$ cat src/rtl/bank_ce_pkg.sv
package bank_ce_pkg;

   typedef enum logic [1:0] {
      ST_PROT  = 2'd0,
      ST_HOLD  = 2'd1,
      ST_VALID = 2'd2,
      ST_DRAIN = 2'd3
   } guard_st_e;

   function automatic int cnt_width(input int limit);
      return (limit < 2) ? 1 : $clog2(limit);
   endfunction

endpackage

$ cat src/rtl/bank_ce_sync.sv
module bank_ce_sync #(
   parameter int   STAGES    = 2,
   parameter logic RESET_VAL = 1'b1
) (
   input  logic clk,
   input  logic rst_n,
   input  logic d_i,
   output logic q_o
);

   logic [STAGES-1:0] chain_q;

   generate
      genvar s;
      for (s = 0; s < STAGES; s++) begin : g_stage
         if (s == 0) begin : g_first
            always_ff @(posedge clk or negedge rst_n) begin
               if (!rst_n) chain_q[0] <= RESET_VAL;
               else        chain_q[0] <= d_i;
            end
         end else begin : g_next
            always_ff @(posedge clk or negedge rst_n) begin
               if (!rst_n) chain_q[s] <= RESET_VAL;
               else        chain_q[s] <= chain_q[s-1];
            end
         end
      end
   endgenerate

   assign q_o = chain_q[STAGES-1];

endmodule

$ cat src/rtl/bank_ce_timer.sv
module bank_ce_timer
   import bank_ce_pkg::*;
#(
   parameter int LIMIT = 16
) (
   input  logic clk,
   input  logic rst_n,
   input  logic active_i,
   output logic done_o
);

   localparam int CW = cnt_width(LIMIT);
   localparam logic [CW-1:0] LAST = CW'(LIMIT - 1);

   logic [CW-1:0] cnt_q;

   assign done_o = active_i && (cnt_q == LAST);

   always_ff @(posedge clk or negedge rst_n) begin
      if (!rst_n) begin
         cnt_q <= '0;
      end else if (!active_i) begin
         cnt_q <= '0;
      end else if (!done_o) begin
         cnt_q <= cnt_q + 1'b1;
      end
   end

endmodule

$ cat src/rtl/bank_ce_fsm.sv
module bank_ce_fsm
   import bank_ce_pkg::*;
#(
   parameter int WPT_CYCLES  = 7500,
   parameter int HOLD_CYCLES = 1000
) (
   input  logic      clk,
   input  logic      rst_n,
   input  logic      pf_s_i,
   input  logic      ce_n_i,
   input  logic      bank_sel_i,
   output guard_st_e st_o,
   output guard_st_e ns_o,
   output logic      bank_eff_o
);

   guard_st_e st_q;
   guard_st_e ns;
   logic      bank_q;
   logic      wpt_done;
   logic      hold_done;
   logic      wpt_run;
   logic      hold_run;

   assign wpt_run  = (st_q == ST_DRAIN);
   assign hold_run = (st_q == ST_HOLD);

   bank_ce_timer #(.LIMIT(WPT_CYCLES)) u_wpt (
      .clk      (clk),
      .rst_n    (rst_n),
      .active_i (wpt_run),
      .done_o   (wpt_done)
   );

   bank_ce_timer #(.LIMIT(HOLD_CYCLES)) u_hold (
      .clk      (clk),
      .rst_n    (rst_n),
      .active_i (hold_run),
      .done_o   (hold_done)
   );

   always_comb begin
      ns = st_q;
      case (st_q)
         ST_PROT: begin
            if (!pf_s_i) ns = ST_HOLD;
         end
         ST_HOLD: begin
            if (pf_s_i)         ns = ST_PROT;
            else if (hold_done) ns = ST_VALID;
         end
         ST_VALID: begin
            if (pf_s_i) ns = ce_n_i ? ST_PROT : ST_DRAIN;
         end
         ST_DRAIN: begin
            if (ce_n_i || wpt_done) ns = ST_PROT;
         end
         default: ns = ST_PROT;
      endcase
   end

   always_ff @(posedge clk or negedge rst_n) begin
      if (!rst_n) st_q <= ST_PROT;
      else        st_q <= ns;
   end

   always_ff @(posedge clk or negedge rst_n) begin
      if (!rst_n)                 bank_q <= 1'b0;
      else if (st_q == ST_VALID)  bank_q <= bank_sel_i;
   end

   assign bank_eff_o = (st_q == ST_DRAIN) ? bank_q : bank_sel_i;
   assign st_o       = st_q;
   assign ns_o       = ns;

endmodule

$ cat src/rtl/bank_ce_decode.sv
module bank_ce_decode #(
   parameter int NUM_BANKS = 2,
   parameter int SEL_W     = (NUM_BANKS < 2) ? 1 : $clog2(NUM_BANKS)
) (
   input  logic                 en_i,
   input  logic                 ce_n_i,
   input  logic [SEL_W-1:0]     sel_i,
   output logic [NUM_BANKS-1:0] bank_ce_n_o
);

   generate
      genvar b;
      for (b = 0; b < NUM_BANKS; b++) begin : g_bank
         assign bank_ce_n_o[b] = !(en_i && !ce_n_i && (sel_i == SEL_W'(b)));
      end
   endgenerate

endmodule

$ cat src/rtl/bank_ce_guard.sv
module bank_ce_guard
   import bank_ce_pkg::*;
#(
   parameter int CLK_HZ          = 50_000_000,
   parameter int WPT_US          = 150,
   parameter int RST_HOLD_CYCLES = 1000,
   parameter int SYNC_STAGES     = 2
) (
   input  logic clk,
   input  logic rst_n,
   input  logic pfail_i,
   input  logic ce_n_i,
   input  logic bank_sel_i,
   output logic ce1_n_o,
   output logic ce2_n_o,
   output logic sys_rst_o
);

   localparam int NUM_BANKS  = 2;
   localparam int WPT_CYCLES = (CLK_HZ / 1_000_000) * WPT_US;

   generate
      if (SYNC_STAGES < 2) begin : g_bad_sync
         $error("SYNC_STAGES must be at least 2");
      end
      if (WPT_CYCLES < 2) begin : g_bad_wpt
         $error("write-protect timeout must be at least 2 cycles");
      end
      if (RST_HOLD_CYCLES < 1) begin : g_bad_hold
         $error("RST_HOLD_CYCLES must be at least 1");
      end
   endgenerate

   logic                 pf_s;
   guard_st_e            st_q;
   guard_st_e            ns;
   logic                 bank_eff;
   logic                 dec_en;
   logic [NUM_BANKS-1:0] bank_ce_n;
   logic                 rst_next;

   bank_ce_sync #(.STAGES(SYNC_STAGES), .RESET_VAL(1'b1)) u_sync (
      .clk   (clk),
      .rst_n (rst_n),
      .d_i   (pfail_i),
      .q_o   (pf_s)
   );

   bank_ce_fsm #(.WPT_CYCLES(WPT_CYCLES), .HOLD_CYCLES(RST_HOLD_CYCLES)) u_fsm (
      .clk        (clk),
      .rst_n      (rst_n),
      .pf_s_i     (pf_s),
      .ce_n_i     (ce_n_i),
      .bank_sel_i (bank_sel_i),
      .st_o       (st_q),
      .ns_o       (ns),
      .bank_eff_o (bank_eff)
   );

   assign dec_en   = (ns == ST_VALID) || (ns == ST_DRAIN);
   assign rst_next = (ns == ST_PROT) || (ns == ST_HOLD);

   bank_ce_decode #(.NUM_BANKS(NUM_BANKS)) u_dec (
      .en_i        (dec_en),
      .ce_n_i      (ce_n_i),
      .sel_i       (bank_eff),
      .bank_ce_n_o (bank_ce_n)
   );

   always_ff @(posedge clk or negedge rst_n) begin
      if (!rst_n) begin
         ce1_n_o   <= 1'b1;
         ce2_n_o   <= 1'b1;
         sys_rst_o <= 1'b1;
      end else begin
         ce1_n_o   <= bank_ce_n[0];
         ce2_n_o   <= bank_ce_n[1];
         sys_rst_o <= rst_next;
      end
   end

endmodule

$ cat config.mk
export PLATFORM = sky130hd
export DESIGN_NAME = bank_ce_guard
export DESIGN_NICKNAME = d
export VERILOG_FILES = /design/src/rtl/bank_ce_pkg.sv /design/src/rtl/bank_ce_sync.sv /design/src/rtl/bank_ce_timer.sv /design/src/rtl/bank_ce_fsm.sv /design/src/rtl/bank_ce_decode.sv /design/src/rtl/bank_ce_guard.sv
export SDC_FILE = /design/constraint.sdc
export NUM_CORES = 1
export LEC_CHECK = 0
export BUFFER_PORTS_ARGS = -buffer_cell sky130_fd_sc_hd__buf_2
export CAP_MARGIN = 20
export CORE_ASPECT_RATIO = 1.1
export CORE_UTILIZATION = 35
export DETAILED_ROUTE_END_ITERATION = 12
export MAX_ROUTING_LAYER = met4
export SLEW_MARGIN = 5
export SYNTH_ARGS = -nofsm -noshare
export SYNTH_HDL_FRONTEND = slang
export SYNTH_SLANG_ARGS = --single-unit
export TNS_END_PERCENT = 1
$ cat constraint.sdc
create_clock -name clk -period 1.53 [get_ports clk]
set_input_delay 0.306 -clock clk [delete_from_list [all_inputs] [get_ports clk]]
set_output_delay 0.306 -clock clk [all_outputs]
set_load 0.03 [all_outputs]
* Word level (Yosys, flattened, before mapping)
Index checks and enable logic that the tools add are counted.
** Operators by class
- $add $sub $neg :: 2
- $mul :: 0
- Divide/modulo/power cells :: 0
- Magnitude comparators :: 0
- Eq/ne operators :: 10
- Shifts and indexed selects :: 0
- Muxes and demuxes :: 12
- Bitwise logic cells :: 1
- Reductions and logical operators :: 13
** Operators with widths (count)
- $mux 13 :: 2
- $mux 10 :: 2
- $add 13x1->13 const B :: 1
- $eq 13x13->1 const B :: 1
- $mux 2 :: 6
- $add 10x1->10 const B :: 1
- $eq 10x10->1 const B :: 1
- $eq 2x2->1 const B :: 4
- $pmux 2 s4 :: 1
- $logic_and 1x1->1 :: 5
- $eq 2x1->1 const B :: 2
- $logic_not 2->1 :: 2
- $ne 2x2->1 const B :: 2
- $logic_not 1->1 :: 3
- $logic_or 1x1->1 :: 3
- $mux 1 :: 1
- $not 1->1 :: 1
** Storage, ports and cells
- Register bits after elaboration :: 31
- Latch bits :: 0
- Bits in writable memories :: 0
- Bits in read-only memories :: 0
- Input port bits :: 5
- Output and inout port bits :: 3
- Word-level logic and storage cells :: 47
- Memories kept :: 0

* Logic depth before layout (Yosys ltp)
Gate-level depths: netlist of the first run.
- Depth in word-level cells :: 10
- Gate-level depth with buffers :: 5
- Mapped depth without buffers :: 5

* Hierarchy
Synthesis of the first run repeated with hierarchy kept, for this count alone.
** Unflattened totals
- Cell total of the unflattened synthesis :: 150
- Area total of the unflattened synthesis :: 1549.0 µm²
** By module, submodules not included
- bank_ce_timer (u_fsm.u_wpt) :: times used 1, cells each 65, area an instance 694.4 µm², seq. area each 325.3 µm²
- bank_ce_timer (u_fsm.u_hold) :: times used 1, cells each 57, area an instance 519.2 µm², seq. area each 250.2 µm²
- bank_ce_fsm :: times used 1, cells each 19, area an instance 180.2 µm², seq. area each 75.1 µm²
- bank_ce_guard :: times used 1, cells each 5, area an instance 86.3 µm², seq. area each 78.8 µm²
- bank_ce_sync :: times used 1, cells each 2, area an instance 52.6 µm², seq. area each 52.6 µm²
- bank_ce_decode :: times used 1, cells each 2, area an instance 16.3 µm², seq. area each 0.0 µm²

* Worst setup path after synthesis of the first run
No wires, ideal clock.
- Path type :: reg2reg
- Start point :: reg u_fsm.u_wpt.cnt_q[4]
- End point :: reg u_fsm.st_q[0], in the netlist u_fsm.st_o[0]
- Library setup time :: 0.120 ns
- Arrival time :: 1.447 ns
- Data required time :: 1.410 ns
- Setup slack :: -0.036 ns
- Cell stages (with the launch flop) :: 5
- Path buffers :: 0
- Clock period less this slack :: 1.566 ns
- Cell sequence :: dfrtp_1 > or3b_4 > nor4_4 > a21oi_1 > a31o_1
** On the way
- Cells in the longest elaborated chain, start to end :: 5
** Ends and longest elaborated chain
- from (decl) :: RTL line bank_ce_timer.sv:15 : logic [CW-1:0] cnt_q;
- from (signal assigned) :: RTL line bank_ce_timer.sv:25 : cnt_q <= cnt_q + 1'b1;
- $eq 13x13->1 :: RTL line bank_ce_timer.sv:17 : assign done_o = active_i && (cnt_q == LAST);
- $logic_and 1x1->1 :: RTL line bank_ce_timer.sv:17
- $logic_or 1x1->1 :: RTL line bank_ce_fsm.sv:56 : if (ce_n_i || wpt_done) ns = ST_PROT;
- $mux 2 :: RTL line bank_ce_fsm.sv:56
- $pmux 2 s4 :: RTL line bank_ce_fsm.sv:44 : case (st_q)
- via ns[0] :: RTL line bank_ce_guard.sv:36 : guard_st_e ns;
- to (signal assigned) :: RTL line bank_ce_fsm.sv:64 : else st_q <= ns;
- to (decl) :: RTL line bank_ce_fsm.sv:17 : guard_st_e st_q;
The timed path passes the listed nets, and every way through them passes these cells.
A chain may end at the register's enable or synchronous reset.

* Worst setup path after layout of the first run
- Start point :: reg u_fsm.u_hold.cnt_q[4]
- End point :: reg ce1_n_o
** On the way
- Cells in the longest elaborated chain, start to end :: 10
- Elaborated cells on any way between the ends :: 11
- Those cells by class :: 3 x eq/ne; 3 x mux; 5 x reduce/logical
** Ends and longest elaborated chain
- from (decl) :: RTL line bank_ce_timer.sv:15
- from (signal assigned) :: RTL line bank_ce_timer.sv:25
- $eq 10x10->1 * :: RTL line bank_ce_timer.sv:17
- $logic_and 1x1->1 * :: RTL line bank_ce_timer.sv:17
- $mux 2 * :: RTL line bank_ce_fsm.sv:50 : else if (hold_done) ns = ST_VALID;
- $mux 2 * :: RTL line bank_ce_fsm.sv:49 : if (pf_s_i) ns = ST_PROT;
- $pmux 2 s4 * :: RTL line bank_ce_fsm.sv:44
- $eq 2x2->1 :: RTL line bank_ce_guard.sv:60 : assign dec_en = (ns == ST_VALID) || (ns == ST_DRAIN);
- $logic_or 1x1->1 * :: RTL line bank_ce_guard.sv:60
- $logic_and 1x1->1 * (2 in a row) :: RTL line bank_ce_decode.sv:14 : assign bank_ce_n_o[b] = !(en_i && !ce_n_i && (sel_i == SEL_W'(b)));
- $logic_not 1->1 * :: RTL line bank_ce_decode.sv:14
- via bank_ce_n[0] :: RTL line bank_ce_guard.sv:39 : logic [NUM_BANKS-1:0] bank_ce_n;
- to (signal assigned) :: RTL line bank_ce_guard.sv:76 : ce1_n_o <= bank_ce_n[0];
- to (decl) :: RTL line bank_ce_guard.sv:14 : output logic ce1_n_o,
Mark *: on every way through the listed nets, which the timed path passes. The rest lies on a longest branch.

==> flow_summary.ini, run 1 <==
[run_status]
violations = negative setup slack
status = finished, violations left

[yosys]
synth_top_cell_area_share_pct = 43.7
synth_edf_count = 0
netlist_area_mm2 = 0.00149
syn_avg_cell_area_um2 = 10.3
async_flop_share_pct = 100
synth.top_cells.by_count = dfrtp_1 (26), nor2_1 (20), nand2_1 (9)
seq_area_frac_synth_pct = 52.6
netlist_instances = 144
ys_top_cells_by_area = dfrtp_1 (44%), dfstp_2 (8.8%), nor2_1 (5.0%)
synth_flop_cell = dfrtp_1
ys_warn_count = 0
yosysMostFrequentCell = dfrtp_1
ys_ff_latch = 31
synth_fp_nets = 151
synth_top_area_cell = dfrtp_1
ys_types = 37

[detailed_routing]
dr.pass1.iters = 4
vias_per_cell = 5.07
drc = 0
wl_per_cell_um = 13.3
ant_nets = 0
routed_wl_um = 3110
drt_iter0_markers = 66
vias = 1187

[floorplan]
num_io_pins = 8
die-height_um = 70.4
dieArea_mm2 = 0.00452
dieWidth_um = 64.2
row_count = 24
initial_core_util_pct = 37.0
design.core.area_mm2 = 0.00402

[sta]
worst_slew_pin_slew_ns = 0.424
max_clock_freq_mhz = 622
slew_headroom_pct = 71.8
setup_viol = 4
timing.final.ws_setup_ns = -0.0766
rsz0062_at_grt = yes
slew_violations = 0
hold_viol_final = 0
min_period_ns = 1.61
post-route-period-util_pct = 105
fin_worst_skew_ns = 0.00858
timing.hold.ws_ns = 0.126
fin_tns_setup_ns = -0.125

[cells_and_area]
fillerInstances = 385
syn_to_final_growth_pct = 28.3
final_util_pct = 47.4
antenna_cells = 0
layout-drive-gt1-share_pct = 28.6
finalNetCount = 188

[run]
cap_violations = 0

[clock_network]
cts_setup_buffers = 0
clk_pin_slew_worst_paths_ns = 0.07
clock_latency_ns = 0.28
cts_inserted_buffers = 5
root_buffer = clkbuf_8
cts_tree = yes
clock-sinks = 31
clk_path_buf_depth = 2
cts_max_level = 2

[global_route]
grt_max_degree = 32
grt_usage_pct = 15.8
grt_pass1_wl_um = 5230
grt_antenna_before_repair = 0
grt_pass1_vias = 1239
grt-ovfl-total = 0

[critical_path]
slowest_stage = or4_4
start_kind = flop
cpPeakStageDelay_ns = 0.57
cp-startpoint = u_fsm.u_hold.cnt_q[4]$_DFFE_PN0P_
path_class = reg2reg
reg2reg_depth = 4
r2r_slack_ns = -0.08
worstReg2RegEnd = ce1_n_o$_DFF_PN1_
cp_max_fo = 5
critPathArrivalTime_ns = 1.82
cp_num_buf_inv = 0
endpoint_kind = flop
crit_family = simple AND/OR/NAND/NOR gates
cp.required_ns = 1.74
path_cells = nand4bb_4 -> or4_4 -> a311oi_2 -> o21ai_1
crit_path_end = ce1_n_o$_DFF_PN1_
path_depth = 4
timing.rr.start = u_fsm.u_hold.cnt_q[4]$_DFFE_PN0P_

[placed_design]
dpl.hpwl_um = 2180
placement.io_buffers = 7
routabilityCongestion = 0.777

[power_and_ir_drop]
powerDensity_mw_per_mm2 = 838
ir_worst_vdd_mv = 0.573
switchingPower_uw = 357
p_seq_share_pct = 53.7
swShare_pct = 22.4
clock_power_share_pct = 41.2
leakage_nw = 0.786
internal-power_mw = 1.24
p_comb_share_pct = 5.1

[worst_hold_path]
hold_path_class = in2reg
==> metal layers <==
metal	up-vias	global-route usage (%)	share of wire [%]
li1	582	-	-
met1	587	16.9	42
met2	12	25.9	53
met3	6	5.56	2.9
met4	0	7.90	1.8
met5	-	-	0
==> state kept, by name, summed over array words and instances, names as in the netlist <==
| signal | flops |
|---|---|
| ce1_n_o | 1 |
| ce2_n_o | 1 |
| sys_rst_o | 1 |
| u_fsm.bank_q | 1 |
| u_fsm.st_o | 2 |
| u_fsm.u_hold.cnt_q | 10 |
| u_fsm.u_wpt.cnt_q | 13 |
| u_sync.chain_q | 1 |
| u_sync.q_o | 1 |
==> worst min path at each step <==
stage          slack, ns                                end  depth (start not counted)    start
2_1_floorplan       0.01           u_fsm.bank_q$_DFFE_PN0P_                          0    rst_n
3_3_place_gp        0.27  u_fsm.u_wpt.cnt_q[12]$_DFFE_PN0P_                          2    rst_n
3_5_place_dp        0.27  u_fsm.u_wpt.cnt_q[12]$_DFFE_PN0P_                          2    rst_n
4_1_cts             0.12        u_sync.chain_q[0]$_DFF_PN1_                          1  pfail_i
5_1_grt             0.12        u_sync.chain_q[0]$_DFF_PN1_                          1  pfail_i
6_report            0.13        u_sync.chain_q[0]$_DFF_PN1_                          1  pfail_i
==> kinds of logic (layout without fill, tap and decap cells) <==
family,Yosys count,after routing,synth area share [%]
AND/OR/NAND/NOR,64,64,23.8
flip-flops,31,31,52.6
AO/OA/AOI/OAI,22,22,9.17
XOR/XNOR,14,14,8.24
buffers and inverters,7,45,1.77
multiplexers,4,4,2.78
adder cells (fa/ha/maj),2,2,1.68
==> placed cells by master, fill, tap and decap left out, types with 2 or more instances in the layout <==
master / n
buf_4: 22
dfstp_2: 5
nand4_1: 2
nand4b_1: 2
o21ai_0: 4
or3_1: 4
nor4_1: 2
mux2i_1: 3
dfrtp_1: 26
clkbuf_8: 6
buf_2: 7
nor3_1: 5
a21oi_1: 7
o31a_1: 2
inv_1: 5
nor2_1: 20
xnor2_1: 7
o21ai_1: 2
nand3_1: 8
xor2_1: 7
nand2_1: 9
nand2b_1: 2
==> layout make-up <==
type                    instances  area (um^2)  share of cell area (%)
clock buffers                   7         86.3                    4.52
clock inverters                 1         5.00                   0.262
inverters                       5         18.8                   0.984
multi-input cells             106          709                    37.2
flip-flops and latches         31          782                    41.0
well taps                      52         65.1                    3.41
repair buffers                 32          241                    12.7
==> metrics by stage <==
stage          cells  setup slack [ns]  total power [mW]  area (um^2)
6_report         234           -0.0766              1.60         1910
5_1_grt          234            -0.114              1.66         1910
4_1_cts          234           -0.0376              1.62         1880
3_5_place_dp     225           -0.0681             0.948         1770
3_3_place_gp     225           -0.0271             0.944         1770
2_1_floorplan    144           -0.0362             0.897         1490
==> power by group through the flow <==
stage,combinational (mW),sequential (mW),clock [mW]
6_report,0.0808,0.858,0.659
5_1_grt,0.0906,0.860,0.712
4_1_cts,0.0808,0.857,0.683
3_5_place_dp,0.0783,0.870,0
3_3_place_gp,0.0749,0.869,0
2_1_floorplan,0.0280,0.869,0
==> repair_timing <==
| item | in CTS | in global routing |
|---|---|---|
| hold buffers | 1 | 0 |
| resized for setup | 2 | 5 |
| endpoints found under the setup margin | 2 | 10 |
| endpoints found under the hold margin | 26 | 0 |
| pin swaps | 0 | 1 |
No activity file was read; power rests on OpenSTA's default activity.
==> run 2: changes to the inputs <==
- CTS_BUF_LIST: default -> sky130_fd_sc_hd__clkbuf_16
- GPL_TIMING_DRIVEN: default -> 0
- SLEW_MARGIN: 5 -> default
==> run 2 against run 1 <==
  * The run still ends with negative setup slack left
  * Setup slack improved by 0.0026 ns
  * Highest routed layer unchanged
  * Critical path depth unchanged
  * Wire length shrank 3.2%
  * Hold slack got worse by 0.054 ns
  * Power up 15%
  * Non-clock buffer count down 15
  * Die area did not move
  * Largest cell class unchanged
  * Combinational power is 24% lower
  * Count of clock-buffer cells in the layout shrank 2
  * Critical endpoint unchanged
  * Sequential cell count stayed put
==> flow_summary.ini, run 2 (synthesized netlist as in run 1, its figures left out) <==
[run_status]
status = finished, violations left
violations = negative setup slack

[cells_and_area]
design_area_mm2 = 0.00188
final_cell_mix = dfrtp_1 (25), nor2_1 (20), nand2_1 (8), nand3_1 (8)
syn_to_final_growth_pct = 26.1
regMostFlops = u_fsm.u_wpt.cnt_q
layout_commonest_cell = dfrtp_1
fin_cells = 219
final_util_pct = 46.6
layout-drive-gt1-share_pct = 25.1
antenna_cells = 0
largest_reg_flops = 13
finalNetCount = 173

[sta]
slew_violations = 0
rsz0062_at_grt = yes
timing.final.ws_setup_ns = -0.0741
worst_slew_pin_slew_ns = 0.688
fin_tns_setup_ns = -0.146
hold_viol_final = 0
max_clock_freq_mhz = 623
min_period_ns = 1.60
timing.hold.ws_ns = 0.0725
slew_headroom_pct = 54.1
fin_worst_skew_ns = 0.00745
post-route-period-util_pct = 105
setup_viol = 4

[critical_path]
slowest_stage = or4_4
cpPeakStageDelay_ns = 0.56
cp.required_ns = 1.72
reg2reg_depth = 4
timing.rr.start = u_fsm.u_hold.cnt_q[3]$_DFFE_PN0P_
start_kind = flop
critPathArrivalTime_ns = 1.80
r2r_slack_ns = -0.07
worstReg2RegEnd = ce1_n_o$_DFF_PN1_
endpoint_kind = flop
cp_max_fo = 5
path_cells = nand4bb_4 -> or4_4 -> a311oi_2 -> o21ai_1
path_class = reg2reg

[clock_network]
clk_path_buf_depth = 2
clk_pin_slew_worst_paths_ns = 0.05
cts_inserted_buffers = 5
cts_tree = yes
cts_max_level = 2
clock_latency_ns = 0.28
clock-sinks = 31
root_buffer = clkbuf_16

[detailed_routing]
routed_wl_um = 3010
vias_per_cell = 5.22
ant_nets = 0
drc = 0
wl_per_cell_um = 13.8
dr.pass1.iters = 4
drt_iter0_markers = 43
vias = 1143

[floorplan]
initial_core_util_pct = 37.0
dieArea_mm2 = 0.00452
die-height_um = 70.4
row_count = 24
design.core.area_mm2 = 0.00402
num_io_pins = 8
dieWidth_um = 64.2

[power_and_ir_drop]
ir_worst_vdd_mv = 0.678
powerDensity_mw_per_mm2 = 983
leakage_nw = 0.719
power_mw = 1.84

[global_route]
grt_pass1_wl_um = 5250
grt_max_degree = 32
grt_antenna_before_repair = 0
grt_pass1_vias = 1222
grt_usage_pct = 15.7
grt-ovfl-total = 0

[placed_design]
dpl.hpwl_um = 1900
dp_cells = 203
dp_slack_ns = -0.206
placement.io_buffers = 7
routabilityCongestion = 0.750
dpl_cell_area_mm2 = 0.00159

[run]
cap_violations = 0

[worst_hold_path]
hold_path_class = in2async
[run 2: layout make-up]
class                      count  area, um^2
clock inverter                 3        12.5
clock buffer                   5         125
fill                         373        2150
timing repair buffer          15        98.8
multi-input combinational    106         764
sequential                    31         783
buffer                         2        7.51
tap                           52        65.1
inverter                       5        18.8
[run 2: worst max path at each step]
stage	from	endpoint	slack (ns)	cells after the start
5_1_grt	u_fsm.u_hold.cnt_q[4]$_DFFE_PN0P_	ce1_n_o$_DFF_PN1_	-0.14	4
3_3_place_gp	u_fsm.u_hold.cnt_q[0]$_DFFE_PN0P_	u_fsm.st_o[0]$_DFF_PN0_	-0.20	5
2_1_floorplan	u_fsm.u_wpt.cnt_q[4]$_DFFE_PN0P_	u_fsm.st_o[0]$_DFF_PN0_	-0.04	4
6_report	u_fsm.u_hold.cnt_q[3]$_DFFE_PN0P_	ce1_n_o$_DFF_PN1_	-0.07	4
4_1_cts	u_fsm.u_wpt.cnt_q[6]$_DFFE_PN0P_	u_fsm.u_wpt.cnt_q[1]$_DFFE_PN0P_	-0.1	5
3_5_place_dp	u_fsm.u_hold.cnt_q[0]$_DFFE_PN0P_	u_fsm.st_o[0]$_DFF_PN0_	-0.21	5
[run 2: layer usage]
| layer | GRT usage [%] | share of wire [%] | vias up |
|---|---|---|---|
| met3 | 4.41 | 2.4 | 8 |
| met4 | 6.67 | 2.1 | 0 |
| met5 | - | 0 | - |
| met2 | 27.5 | 51 | 17 |
| met1 | 16.4 | 44 | 567 |
| li1 | - | - | 551 |
[run 2: worst max-delay path, delay by kind of cell, from the launching register on]
kind	cells	cell delay, ns
simple gates	2	0.78
compound gates	2	0.33
flops	1	0.41
[run 2: report_power, final]
part | switching [mW] | total, mW | internal [mW]
logic | 0.0361 | 0.0612 | 0.0251
clock network | 0.332 | 0.918 | 0.586
registers | 0.0220 | 0.865 | 0.843
total | 0.390 | 1.84 | 1.45
[run 2: what timing repair did]
item                       in CTS  in global routing
pin swaps                       3                  3
resized for setup               7                  8
setup buffers                   4                  4
setup endpoints to repair      11                 14
hold buffers                    0                  0
cloned                          0                  0
